===== src/rtl/sen_pkg.sv =====
package sen_pkg;

    // Occupancy of a two-slot element input queue
    typedef enum logic [1:0] {
        SLOT_EMPTY = 2'd0,
        SLOT_ONE   = 2'd1,
        SLOT_FULL  = 2'd2
    } slot_state_t;

    // Which input of an element wins a tie
    typedef enum logic {
        PREF_UPPER = 1'b0,
        PREF_LOWER = 1'b1
    } pref_t;

    // Stage input position q is fed by line rotate-right(q) of the previous lane
    function automatic int shuffle_src(input int q, input int aw);
        return (q >> 1) | ((q & 1) << (aw - 1));
    endfunction

endpackage


===== src/rtl/sen_fifo2.sv =====
module sen_fifo2 #(
    parameter int PW = 11
) (
    input  logic          clk,
    input  logic          rst_n,
    input  logic          push_valid,
    output logic          push_ready,
    input  logic [PW-1:0] push_data,
    output logic          head_valid,
    output logic [PW-1:0] head_data,
    input  logic          pop
);
    import sen_pkg::*;

    slot_state_t   state_q, state_d;
    logic [PW-1:0] slot0_q, slot1_q;
    logic          accept;

    assign accept = push_valid && push_ready;

    always_comb begin
        state_d = state_q;
        unique case (state_q)
            SLOT_EMPTY: if (accept) state_d = SLOT_ONE;
            SLOT_ONE: begin
                if (accept && !pop)      state_d = SLOT_FULL;
                else if (!accept && pop) state_d = SLOT_EMPTY;
            end
            SLOT_FULL:  if (pop) state_d = SLOT_ONE;
            default:    state_d = SLOT_EMPTY;
        endcase
    end

    always_ff @(posedge clk or negedge rst_n) begin
        if (!rst_n) state_q <= SLOT_EMPTY;
        else        state_q <= state_d;
    end

    always_ff @(posedge clk) begin
        unique case (state_q)
            SLOT_EMPTY: if (accept) slot0_q <= push_data;
            SLOT_ONE: begin
                if (accept && pop) slot0_q <= push_data;
                else if (accept)   slot1_q <= push_data;
            end
            SLOT_FULL:  if (pop) slot0_q <= slot1_q;
            default: ;
        endcase
    end

    // Outputs depend on registered state only
    always_comb begin
        push_ready = (state_q != SLOT_FULL);
        head_valid = (state_q != SLOT_EMPTY);
        head_data  = slot0_q;
    end

    AST_NO_UNDERFLOW: assert property (@(posedge clk) disable iff (!rst_n)
        pop |-> (state_q != SLOT_EMPTY));

endmodule


===== src/rtl/sen_switch.sv =====
module sen_switch #(
    parameter int AW    = 3,
    parameter int W     = 8,
    parameter int STAGE = 0
) (
    input  logic                     clk,
    input  logic                     rst_n,
    input  logic [1:0]               in_valid,
    output logic [1:0]               in_ready,
    input  logic [1:0][AW+W-1:0]     in_pkt,
    output logic [1:0]               out_valid,
    input  logic [1:0]               out_ready,
    output logic [1:0][AW+W-1:0]     out_pkt
);
    import sen_pkg::*;

    localparam int PW   = AW + W;
    localparam int DBIT = W + AW - 1 - STAGE;

    logic [1:0]          hv;
    logic [1:0][PW-1:0]  hp;
    logic [1:0]          pop;
    logic [1:0][1:0]     req;
    logic [1:0]          win;
    logic [1:0]          contest;
    pref_t               pref_q, pref_d;

    for (genvar j = 0; j < 2; j++) begin : g_q
        sen_fifo2 #(.PW(PW)) u_q (
            .clk        (clk),
            .rst_n      (rst_n),
            .push_valid (in_valid[j]),
            .push_ready (in_ready[j]),
            .push_data  (in_pkt[j]),
            .head_valid (hv[j]),
            .head_data  (hp[j]),
            .pop        (pop[j])
        );
    end

    always_comb begin
        req       = '0;
        win       = '0;
        contest   = '0;
        pop       = '0;
        out_valid = '0;
        out_pkt   = '0;
        for (int o = 0; o < 2; o++) begin
            for (int i = 0; i < 2; i++)
                req[o][i] = hv[i] && (hp[i][DBIT] == 1'(o));
            contest[o] = req[o][0] && req[o][1];
            if (contest[o]) win[o] = (pref_q == PREF_LOWER);
            else            win[o] = req[o][1];
            out_valid[o] = |req[o];
            out_pkt[o]   = hp[win[o]];
            if (out_valid[o] && out_ready[o]) pop[win[o]] = 1'b1;
        end
    end

    always_comb begin
        pref_d = pref_q;
        if (|(contest & out_ready)) begin
            unique case (pref_q)
                PREF_UPPER: pref_d = PREF_LOWER;
                PREF_LOWER: pref_d = PREF_UPPER;
            endcase
        end
    end

    always_ff @(posedge clk or negedge rst_n) begin
        if (!rst_n) pref_q <= PREF_UPPER;
        else        pref_q <= pref_d;
    end

    AST_HOLD_UPPER: assert property (@(posedge clk) disable iff (!rst_n)
        (out_valid[0] && !out_ready[0]) |=> out_valid[0]);
    AST_HOLD_LOWER: assert property (@(posedge clk) disable iff (!rst_n)
        (out_valid[1] && !out_ready[1]) |=> out_valid[1]);
    AST_ROUTE_UPPER: assert property (@(posedge clk) disable iff (!rst_n)
        out_valid[0] |-> (out_pkt[0][DBIT] == 1'b0));
    AST_ROUTE_LOWER: assert property (@(posedge clk) disable iff (!rst_n)
        out_valid[1] |-> (out_pkt[1][DBIT] == 1'b1));

endmodule


===== src/rtl/sen_network.sv =====
module sen_network #(
    parameter int N = 8,
    parameter int W = 8
) (
    input  logic                     clk,
    input  logic                     rst_n,
    input  logic [N-1:0]             in_valid,
    output logic [N-1:0]             in_ready,
    input  logic [N*$clog2(N)-1:0]   in_dest,
    input  logic [N*W-1:0]           in_data,
    output logic [N-1:0]             out_valid,
    output logic [N*W-1:0]           out_data
);
    localparam int AW = $clog2(N);
    localparam int S  = AW;
    localparam int E  = N / 2;
    localparam int PW = AW + W;

    // Lane s feeds stage s; lane S feeds the output registers
    logic [N-1:0]  lv [S+1];
    logic [N-1:0]  lr [S+1];
    logic [PW-1:0] lp [S+1][N];

    logic [N-1:0]  out_valid_q;
    logic [N*W-1:0] out_data_q;
    logic [AW-1:0] out_dest_q [N];

    assign lv[0]    = in_valid;
    assign in_ready = lr[0];
    assign lr[S]    = '1;

    for (genvar i = 0; i < N; i++) begin : g_in
        assign lp[0][i] = {in_dest[i*AW +: AW], in_data[i*W +: W]};
    end

    for (genvar s = 0; s < S; s++) begin : g_st
        for (genvar e = 0; e < E; e++) begin : g_el
            logic [1:0]          iv, ir, ov, orr;
            logic [1:0][PW-1:0]  ip, op;
            for (genvar j = 0; j < 2; j++) begin : g_port
                localparam int SRC = sen_pkg::shuffle_src(2*e + j, AW);
                assign iv[j]          = lv[s][SRC];
                assign ip[j]          = lp[s][SRC];
                assign lr[s][SRC]     = ir[j];
                assign lv[s+1][2*e+j] = ov[j];
                assign lp[s+1][2*e+j] = op[j];
                assign orr[j]         = lr[s+1][2*e+j];
            end
            sen_switch #(.AW(AW), .W(W), .STAGE(s)) u_sw (
                .clk       (clk),
                .rst_n     (rst_n),
                .in_valid  (iv),
                .in_ready  (ir),
                .in_pkt    (ip),
                .out_valid (ov),
                .out_ready (orr),
                .out_pkt   (op)
            );
        end
    end

    always_ff @(posedge clk or negedge rst_n) begin
        if (!rst_n) out_valid_q <= '0;
        else        out_valid_q <= lv[S];
    end

    always_ff @(posedge clk) begin
        for (int p = 0; p < N; p++) begin
            out_data_q[p*W +: W] <= lp[S][p][W-1:0];
            out_dest_q[p]        <= lp[S][p][PW-1:W];
        end
    end

    assign out_valid = out_valid_q;
    assign out_data  = out_data_q;

    for (genvar p = 0; p < N; p++) begin : g_chk
        AST_SINK_PORT: assert property (@(posedge clk) disable iff (!rst_n)
            out_valid_q[p] |-> (out_dest_q[p] == AW'(p)));
    end

endmodule


===== config.mk =====
export PLATFORM = sky130hd
export DESIGN_NAME = sen_network
export DESIGN_NICKNAME = d
export VERILOG_FILES = /design/src/rtl/sen_pkg.sv /design/src/rtl/sen_fifo2.sv /design/src/rtl/sen_switch.sv /design/src/rtl/sen_network.sv
export SDC_FILE = /design/constraint.sdc
export NUM_CORES = 1
export LEC_CHECK = 0
export BUFFER_PORTS_ARGS = -buffer_cell sky130_fd_sc_hd__clkbuf_2
export CAP_MARGIN = 20
export CORE_ASPECT_RATIO = 0.5
export CORE_MARGIN = 2
export CORE_UTILIZATION = 57
export CTS_BUF_LIST = sky130_fd_sc_hd__clkbuf_8
export DETAILED_ROUTE_END_ITERATION = 16
export GPL_ROUTABILITY_DRIVEN = 0
export PLACE_DENSITY_LB_ADDON = 0.3
export SYNTH_ARGS = -nofsm -noshare
export SYNTH_HDL_FRONTEND = slang
export SYNTH_SLANG_ARGS = --single-unit

===== constraint.sdc =====
create_clock -name clk -period 2.95 [get_ports clk]
set_clock_uncertainty 0.2 [all_clocks]
set_input_delay 0.4425 -clock clk [delete_from_list [all_inputs] [get_ports clk]]
set_output_delay 0.4425 -clock clk [all_outputs]
set_load 0.01 [all_outputs]

==> impl_metrics.json, run 1 <==
{
  "p_switching_mw": 13.88,
  "die_h_um": 157.0,
  "wl_per_cell_um": 18.67,
  "yosysWarnings": 0,
  "drcViolationCount": 0,
  "use_met1_pct": 34.65,
  "ir_drop_mv": 0.4656,
  "grt-busiest-layer": "met2",
  "cellPowerDensity_nw_per_um2": 1229,
  "via_per_inst": 5.405,
  "grt_max_degree": 43,
  "initialDrtViolationCount": 1365,
  "hold_violations": 0,
  "pwr-share-seq_pct": 44.5,
  "pwr-share-clk_pct": 16.5,
  "total_power_mw": 38.48,
  "htreeDepth": 3,
  "finalCritPeriodShare_pct": 92.53,
  "final_core_util_pct": 68.50,
  "synth-async-reset-ratio_pct": 11.11,
  "synth.distinct_cells": 59,
  "clockBufferDepth": 3,
  "fmax_ghz": 0.3663,
  "p_comb_share_pct": 39.0,
  "drv_cap": 0,
  "grt_pass1_vias": 16710,
  "period_minus_slack_ns": 2.730,
  "fin_nets": 2573,
  "drive_gt1_share_pct": 28.61,
  "grtUsageTotal_pct": 24.26,
  "synth-edff-count": 480,
  "switching_share_pct": 36.06,
  "num_vias": 16840,
  "synth_top_area_cell": "edfxtp_1",
  "clkSinkCount": 612,
  "power.internal_mw": 24.60,
  "p_leak_nw": 12.56,
  "path_clk_slew_ns": 0.07,
  "critPathMaxFanout": 6,
  "rsz0062_at_grt": "no",
  "dr.pass1.iters": 5,
  "hold_class": "in2reg",
  "yosys-top-cells-count": "480 x edfxtp_1, 312 x nand2_1, 293 x mux2_2, 271 x nor2_1, 68 x dfrtp_1",
  "dpl.hpwl_um": 40020,
  "cts_tree": "built",
  "worstSkewPairLatency_ns": 0.68,
  "overflow": 0,
  "synth.most_common_cell": "edfxtp_1",
  "synth_area_leaders": "edfxtp_1 54%, mux2_2 12%, dfrtp_1 6.4%, dfxtp_1 4.8%, nand2_1 4.4%",
  "antenna_left": 0,
  "worst-setup-path-type": "reg2reg",
  "worst-endpoint-arrival_ns": 3.11,
  "cts-root-buf": "clkbuf_8",
  "seq_area_frac_synth_pct": 65.16,
  "start_util_pct": 58.43,
  "antenna_found_initial": 0,
  "end_kind": "register",
  "diodes": 0,
  "grt_use_met3_pct": 4.847,
  "ys_ff_latch": 612,
  "fin_setup_tns_ns": 0,
  "ioPinCount": 178,
  "area.growth.synth_to_final_pct": 17.25,
  "status": "finished, final reports clean",
  "ys.flop_type": "edfxtp_1",
  "grt_pass1_wl_um": 91000,
  "routed_wirelength_um": 58190,
  "setup_viol": 0,
  "crit_path_start_kind": "register",
  "syn-num-nets": 2199,
  "slew_headroom_pct": 43.41,
  "dieArea_sq_um": 48690,
  "yosysTopAreaCellShare_pct": 53.99,
  "grtUsageMet2_pct": 38.07,
  "required_ns": 3.33,
  "fp.dieW_um": 310.1,
  "cts_setup_buffers": 0,
  "slew_viol_final": 0,
  "cts_made_buffers": 82,
  "syn_area_per_cell_sq_um": 13.05,
  "row_count": 55,
  "core_sq_um": 45690,
  "syn_inst": 2046,
  "io_buffers": 177,
  "worstMarginPinSlew_ns": 0.8451,
  "syn_area_sq_um": 26700
}
==> power by group through the flow <==
stage	Sequential [mW]	Clock, mW	Combinational, mW
after floorplan	16.5	0	10.1
after CTS	17.1	6.47	14.9
after global placement	17.1	0	14.3
final	17.1	6.36	15.0
after global routing	17.5	6.84	16.5
after detailed placement	17.2	0	14.6
==> cells by family (layout without fill, tap and decap cells) <==
kind of cell               after synthesis  after routing  synth area share, %
AOI/OAI and AO/OA                      225            225                5.483
xor gates and xnor gates                17             17               0.5577
adders and majority gates               55             55                2.578
buffers and inverters                  119            562                1.950
DFF                                    612            612                65.16
muxes                                  302            302                12.86
and+or+nand+nor                        716            716                11.41
==> area by class of cell <==
type	count	area [sq um]
flip-flops and latches	612	17400
fillers	3239	14390
multi-input cells	1315	8813
repair buffers	364	2535
clock buffers	92	1266
well taps	627	784.5
clock inverters	61	337.8
inverters	45	168.9
==> through the flow <==
step | instance area (sq um) | setup WS (ns) | hold slack, ns | std cells
floorplan | 26700 | 0.05613 | -0.05309 | 2046
global placement | 28720 | 0.2126 | 0.2749 | 2868
detailed placement | 28720 | 0.09929 | 0.2851 | 2868
CTS | 31260 | 0.01505 | 0.003176 | 3113
global route | 31300 | 0.02268 | 0.04013 | 3116
finish | 31300 | 0.2203 | 0.05398 | 3116
==> layout by cell type, fill, tap and decap left out, types with 9 or more instances in the layout <==
cell type	n
nor3_1	20
clkbuf_8	92
clkinv_1	14
mux2_2	293
nor2b_1	35
dlygate4sd3_1	92
buf_4	95
a21oi_1	56
o21ai_0	47
clkbuf_2	176
edfxtp_1	480
nor2_1	270
o22ai_1	32
mux2_4	9
and2_1	21
dfrtp_1	68
xor2_1	12
dfxtp_1	64
ha_1	55
o21a_1	9
o21bai_1	9
inv_1	79
a22o_1	9
nand2_1	312
nand2b_1	18
==> worst paths after layout <==
kind,cells past startpoint,slack [ns],to,start
max in group asynchronous,3,1.72,g_st[0].g_el[2].u_sw.pref_q,rst_n
max,7,0.22,g_st[0].g_el[0].u_sw.g_q[1].u_q.state_q[1],g_st[0].g_el[0].u_sw.g_q[0].u_q.state_q[1]
min reg2reg,1,0.30,out_data[15],g_st[2].g_el[0].u_sw.g_q[0].u_q.head_data[7]
min in group asynchronous,2,0.17,g_st[1].g_el[2].u_sw.g_q[1].u_q.state_q[1],rst_n
min,4,0.05,g_st[0].g_el[1].u_sw.g_q[0].u_q.state_q[0],in_valid[1]
max reg2reg,7,0.22,g_st[0].g_el[0].u_sw.g_q[1].u_q.state_q[1],g_st[0].g_el[0].u_sw.g_q[0].u_q.state_q[1]
==> metal layers <==
| metal | vias to the layer above | part of all wire [%] |
|---|---|---|
| met2 | 521 | 46 |
| met1 | 8175 | 46 |
| met3 | 77 | 6.1 |
| li1 | 8069 | - |
| met5 | - | 0 |
| met4 | 0 | 1.8 |
==> critical path, cell delays in order (launching register included) <==
cell	delay [ns]
dfrtp_1	0.44
o21ai_0	0.48
nor2_1	0.14
o32ai_1	0.22
o21ai_0	0.25
ha_1	0.35
or4bb_1	0.49
o21ai_0	0.09
==> repair_timing <==
| item | CTS | global route |
|---|---|---|
| gates resized for setup | 3 | 7 |
| hold endpoints to repair | 219 | 0 |
| setup endpoints to repair | 3 | 54 |
| hold buffers | 92 | 0 |
==> flip-flops by register name, indices dropped and copies added, names as in the netlist <==
| register | flops |
|---|---|
| out_data | 64 |
| g_st.g_el.u_sw.g_q.u_q.head_data | 240 |
| g_st.g_el.u_sw.g_q.u_q.slot1_q | 240 |
| out_valid | 8 |
| g_st.g_el.u_sw.g_q.u_q.state_q | 48 |
| g_st.g_el.u_sw.pref_q | 12 |
(Power assumes the default switching activity.)
==> inputs of run 2 (changes only) <==
--- a/config.mk
+++ b/config.mk
@@ -5,6 +5,7 @@
 export SDC_FILE = /design/constraint.sdc
 export NUM_CORES = 1
 export LEC_CHECK = 0
+export ABC_AREA = 1
 export BUFFER_PORTS_ARGS = -buffer_cell sky130_fd_sc_hd__clkbuf_2
 export CAP_MARGIN = 20
 export CORE_ASPECT_RATIO = 0.5
==> impl_metrics.json, run 2 <==
{
  "dieArea_sq_um": 50150,
  "die_h_um": 159.4,
  "antenna_left": 0,
  "cellPowerDensity_nw_per_um2": 1301,
  "drv_cap": 0,
  "row_count": 56,
  "required_ns": 2.31,
  "num_vias": 19500,
  "synth.distinct_cells": 38,
  "hold_class": "in2async",
  "dpl.hpwl_um": 42840,
  "grt_pass1_vias": 18830,
  "fp.dieW_um": 314.7,
  "finalCritPeriodShare_pct": 92.85,
  "dr.pass1.iters": 5,
  "ys_ff_latch": 612,
  "synth-async-reset-ratio_pct": 11.11,
  "syn-num-nets": 2912,
  "syn_area_sq_um": 27520,
  "grt_pass1_wl_um": 97230,
  "io_buffers": 177,
  "ys.flop_type": "edfxtp_1",
  "n_fill_cell": 3528,
  "setup_slack_ns": 0.2109,
  "area.growth.synth_to_final_pct": 15.77,
  "fin_nets": 3245,
  "path_clk_slew_ns": 0.06,
  "grtUsageTotal_pct": 24.54,
  "core_sq_um": 47230,
  "clockBufferDepth": 3,
  "worstMarginPinSlew_ns": 0.8735,
  "cts_made_buffers": 86,
  "whs_ns": 0.09509,
  "p_leak_nw": 14.71,
  "grt_max_degree": 43,
  "status": "finished, final reports clean",
  "clkSinkCount": 612,
  "cts-root-buf": "clkbuf_8",
  "synth_top_area_cell": "edfxtp_1",
  "ir_drop_mv": 0.5370,
  "final_cell_mix": "1,117 x nand2_1, 480 x edfxtp_1, 306 x inv_1, 176 x clkbuf_2, 139 x o21ai_2",
  "fin_setup_tns_ns": 0,
  "final_common_cell": "nand2_1",
  "diodes": 0,
  "overflow": 0,
  "antenna_found_initial": 0,
  "drive_gt1_share_pct": 17.91,
  "yosys-top-cells-count": "1,117 x nand2_1, 480 x edfxtp_1, 275 x inv_1, 139 x o21ai_2, 118 x nor2_1",
  "worstSkewPairLatency_ns": 0.68,
  "drcViolationCount": 0,
  "total_power_mw": 41.44,
  "wl_per_cell_um": 16.05,
  "stdcell_area_sq_um": 31850,
  "cts_tree": "built",
  "synth-edff-count": 480,
  "seq_area_frac_synth_pct": 63.23,
  "worst-setup-path-type": "reg2out",
  "fmax_ghz": 0.3651,
  "final_core_util_pct": 67.45,
  "yosysWarnings": 0,
  "placed_cell_area_sq_um": 29110,
  "slew_viol_final": 0,
  "place_inst": 3545,
  "setup_viol": 0,
  "ioPinCount": 178,
  "syn_inst": 2759,
  "period_minus_slack_ns": 2.739,
  "hold_violations": 0,
  "post-place-ws_ns": 0.1878,
  "stdcell_count": 3804,
  "via_per_inst": 5.127,
  "start_util_pct": 58.26,
  "syn_area_per_cell_sq_um": 9.973,
  "htreeDepth": 3,
  "synth.most_common_cell": "nand2_1",
  "end_kind": "output pin",
  "routed_wirelength_um": 61040,
  "initialDrtViolationCount": 1810,
  "synth_area_leaders": "edfxtp_1 52%, nand2_1 15%, dfrtp_1 6.2%, dfxtp_1 4.7%, o21ai_2 4.4%",
  "slew_headroom_pct": 41.55,
  "worst-endpoint-arrival_ns": 2.10,
  "yosysTopAreaCellShare_pct": 52.39,
  "crit_path_start_kind": "register",
  "critPathMaxFanout": 14,
  "rsz0062_at_grt": "no"
}
==> run 2: cell types whose count changed after synthesis, moves of 21 or more <==
cell | before | now
nand3_1 | 4 | 89
nand2_1 | 312 | 1117
nand2_2 | 0 | 25
o22ai_1 | 34 | 9
nor2_1 | 271 | 118
o21ai_2 | 3 | 139
and2_1 | 21 | 0
inv_1 | 45 | 275
mux2_2 | 293 | 0
o21ai_0 | 47 | 79
nor2b_1 | 40 | 0
and3_1 | 0 | 21
==> run 2: path summary, 6_finish.rpt <==
kind	from	slack, ns	end	cells after the start
max in group asynchronous	rst_n	1.76	g_st[0].g_el[0].u_sw.g_q[0].u_q.state_q[0]	3
hold / removal	rst_n	0.1	g_st[0].g_el[1].u_sw.pref_q	2
min in group clk	g_st[0].g_el[2].u_sw.pref_q	0.27	g_st[0].g_el[2].u_sw.pref_q	1
setup / recovery	g_st[0].g_el[1].u_sw.g_q[1].u_q.state_q[1]	0.21	in_ready[5]	4
setup reg to reg	g_st[1].g_el[2].u_sw.g_q[0].u_q.state_q[0]	0.31	g_st[0].g_el[1].u_sw.g_q[0].u_q.slot1_q[10]	8
hold reg to reg	g_st[0].g_el[2].u_sw.pref_q	0.27	g_st[0].g_el[2].u_sw.pref_q	1
==> run 2: cells by family (layout without fill, tap and decap cells) <==
kind of cell,Yosys count,count (layout),share of synthesized area (%)
buf+inv,378,785,5.889
compound gates,307,307,7.740
fa+ha+maj,55,55,2.501
flops,612,612,63.23
xor+xnor,12,12,0.3820
simple gates,1395,1395,20.26
==> run 2: area by class of cell <==
class	count	area [sq um]	share of cell area (%)
flip-flops and latches	612	17400	54.62
multi-input cells	1769	8531	26.78
repair buffers	329	2285	7.173
clock buffers	100	1376	4.321
inverters	294	1104	3.465
well taps	638	798.3	2.506
clock inverters	62	362.8	1.139
==> run 2: layer usage <==
metal	global-route usage (%)	part of all wire, %	vias up
li1	-	-	9665
met1	34.22	44	9146
met2	39.60	47	587
met3	4.715	6.4	106
met4	6.753	2.0	0
met5	0	0	-
==> run 2: worst max-delay path, cell delays in order, from the launching register on <==
cell,delay [ns]
dfrtp_1,0.35
inv_1,0.10
nor2_2,0.43
inv_1,0.34
clkbuf_2,0.21
==> run 2: where the power goes <==
part           internal [mW]  total, mW  switching [mW]
clock                   3.39       6.69            3.30
sequential              15.6       17.5            1.88
combinational           5.22       17.3            12.1
==> run 2: what timing repair did <==
item,in CTS,in global routing
buffers inserted,0,0
gates cloned,0,0
endpoints found under the setup margin,4,35
endpoints found under the hold margin,259,0
resized for setup,4,7
hold buffers,97,0
==> inputs of run 3 (changes only) <==
--- a/config.mk
+++ b/config.mk
@@ -15,6 +15,7 @@
 export DETAILED_ROUTE_END_ITERATION = 16
 export GPL_ROUTABILITY_DRIVEN = 0
 export PLACE_DENSITY_LB_ADDON = 0.3
+export SETUP_SLACK_MARGIN = 0.3
 export SYNTH_ARGS = -nofsm -noshare
 export SYNTH_HDL_FRONTEND = slang
 export SYNTH_SLANG_ARGS = --single-unit
==> impl_metrics.json, run 3 (synthesis gave the netlist of run 2 again) <==
{
  "rsz0062_at_grt": "no",
  "row_count": 56,
  "p_leak_nw": 14.81,
  "startpoint": "g_st[0].g_el[3].u_sw.g_q[0].u_q.state_q[1]",
  "antenna_found_initial": 0,
  "start_util_pct": 58.26,
  "area.growth.synth_to_final_pct": 16.86,
  "antenna_left": 0,
  "r2r_start": "g_st[2].g_el[1].u_sw.g_q[1].u_q.state_q[1]",
  "r2r_cells": 7,
  "clkSinkCount": 612,
  "setup_viol": 0,
  "crit_path_start_kind": "register",
  "drcViolationCount": 0,
  "die_h_um": 159.4,
  "htreeDepth": 3,
  "final_cell_mix": "1,117 x nand2_1, 480 x edfxtp_1, 301 x inv_1, 176 x clkbuf_2, 139 x o21ai_2",
  "via_per_inst": 5.169,
  "cts_tree": "built",
  "grt_use_met3_pct": 4.715,
  "period_minus_slack_ns": 2.546,
  "r2r-end": "g_st[2].g_el[1].u_sw.g_q[1].u_q.slot1_q[5]",
  "hold_violations": 0,
  "grt-busiest-layer": "met2",
  "initialDrtViolationCount": 1761,
  "overflow": 0,
  "use_met1_pct": 34.23,
  "grtUsageTotal_pct": 24.53,
  "ir_drop_mv": 0.5397,
  "diodes": 0,
  "fin_nets": 3268,
  "slew_viol_final": 0,
  "fin_setup_tns_ns": 0,
  "setup_slack_ns": 0.4036,
  "hold_class": "in2async",
  "grt_max_degree": 43,
  "grtUsageMet2_pct": 39.55,
  "ioPinCount": 178,
  "core_sq_um": 47230,
  "rrSetupSlack_ns": 0.43,
  "worst-setup-path-type": "reg2out",
  "end_kind": "output pin",
  "worstSkewPairLatency_ns": 0.68,
  "path_clk_slew_ns": 0.07,
  "finalCritPeriodShare_pct": 86.32,
  "cts-root-buf": "clkbuf_8",
  "grt_pass1_wl_um": 97250,
  "final_common_cell": "nand2_1",
  "clockBufferDepth": 3,
  "dr.pass1.iters": 6,
  "status": "finished, final reports clean",
  "wl_per_cell_um": 16.07,
  "grt_pass1_vias": 18860,
  "placed_cell_area_sq_um": 29110,
  "critPathMaxFanout": 13,
  "drv_cap": 0,
  "routed_wirelength_um": 61510,
  "fp.dieW_um": 314.7,
  "stdcell_area_sq_um": 32150,
  "dieArea_sq_um": 50150,
  "cts_made_buffers": 86,
  "io_buffers": 177,
  "worstMarginPinSlew_ns": 0.8192,
  "cellPowerDensity_nw_per_um2": 1298,
  "slew_headroom_pct": 45.19,
  "cp-endpoint": "in_ready[3]",
  "drive_gt1_share_pct": 19.19,
  "n_fill_cell": 3468,
  "worst-endpoint-arrival_ns": 1.90,
  "num_vias": 19780,
  "required_ns": 2.31,
  "fmax_ghz": 0.3927,
  "post-place-ws_ns": 0.1878,
  "dpl.hpwl_um": 42840
}
[run 3: cell count changes in the layout (fill, tap and decap cells not counted), sizes merged]
cell      before  now
buf           56   78
clkinvlp       2    8
inv          325  320
[run 3: metal layers]
| layer | share of wire, % | vias to the layer above |
|---|---|---|
| met5 | 0 | - |
| met4 | 2.2 | 0 |
| met3 | 6.5 | 113 |
| met2 | 47 | 648 |
| met1 | 44 | 9299 |
| li1 | - | 9723 |
[run 3: area by class of cell]
cell class	instances	area, sq um	area share (%)
Sequential cell	612	17400	54.10
Multi-Input combinational cell	1769	8641	26.87
Timing Repair Buffer	351	2450	7.619
Clock buffer	100	1376	4.280
Inverter	294	1122	3.490
Tap cell	638	798.3	2.483
Clock inverter	62	362.8	1.128
Timing Repair inverter	1	7.507	0.02335
[run 3: critical path, cell delays in order, from the launching register on]
cell,delay [ns]
dfrtp_1,0.35
inv_1,0.11
nor2_1,0.18
buf_4,0.23
inv_1,0.05
buf_4,0.18
clkbuf_2,0.14
[run 3: per-stage QoR]
step | utilization, % | hold slack [ns] | power [mW] | std cells
global route | 68.09 | 0.1154 | 44.75 | 3827
detailed placement | 61.64 | 0.2464 | 34.47 | 3545
floorplan | - | -0.05309 | 29.04 | 2759
global placement | 61.64 | 0.2423 | 33.84 | 3545
CTS | 67.49 | 0.07243 | 41.45 | 3804
finish | 68.09 | 0.09294 | 41.74 | 3827
[run 3: where the power goes]
group	total (mW)	internal, mW	switching [mW]
logic	17.6	5.37	12.2
clock network	6.70	3.39	3.31
registers	17.5	15.6	1.90
[run 3: repair_timing]
action	4_1_cts	5_1_grt
hold buffers	97	0
endpoints found under the setup margin	61	227
resized for setup	15	30
pin swaps	0	3
gates cloned	0	1
endpoints found under the hold margin	259	0
buffers inserted	0	22
[run 3: worst min path at each step]
stage                                                  to  cells past startpoint   from  slack (ns)
2_1_floorplan  g_st[0].g_el[0].u_sw.g_q[0].u_q.state_q[0]                      0  rst_n       -0.05
3_3_place_gp   g_st[1].g_el[2].u_sw.g_q[0].u_q.state_q[1]                      1  rst_n        0.24
3_5_place_dp   g_st[1].g_el[2].u_sw.g_q[0].u_q.state_q[0]                      1  rst_n        0.25
4_1_cts                       g_st[0].g_el[1].u_sw.pref_q                      2  rst_n        0.07
5_1_grt        g_st[2].g_el[1].u_sw.g_q[1].u_q.state_q[0]                      2  rst_n        0.12
6_report       g_st[0].g_el[1].u_sw.g_q[1].u_q.state_q[0]                      2  rst_n        0.09
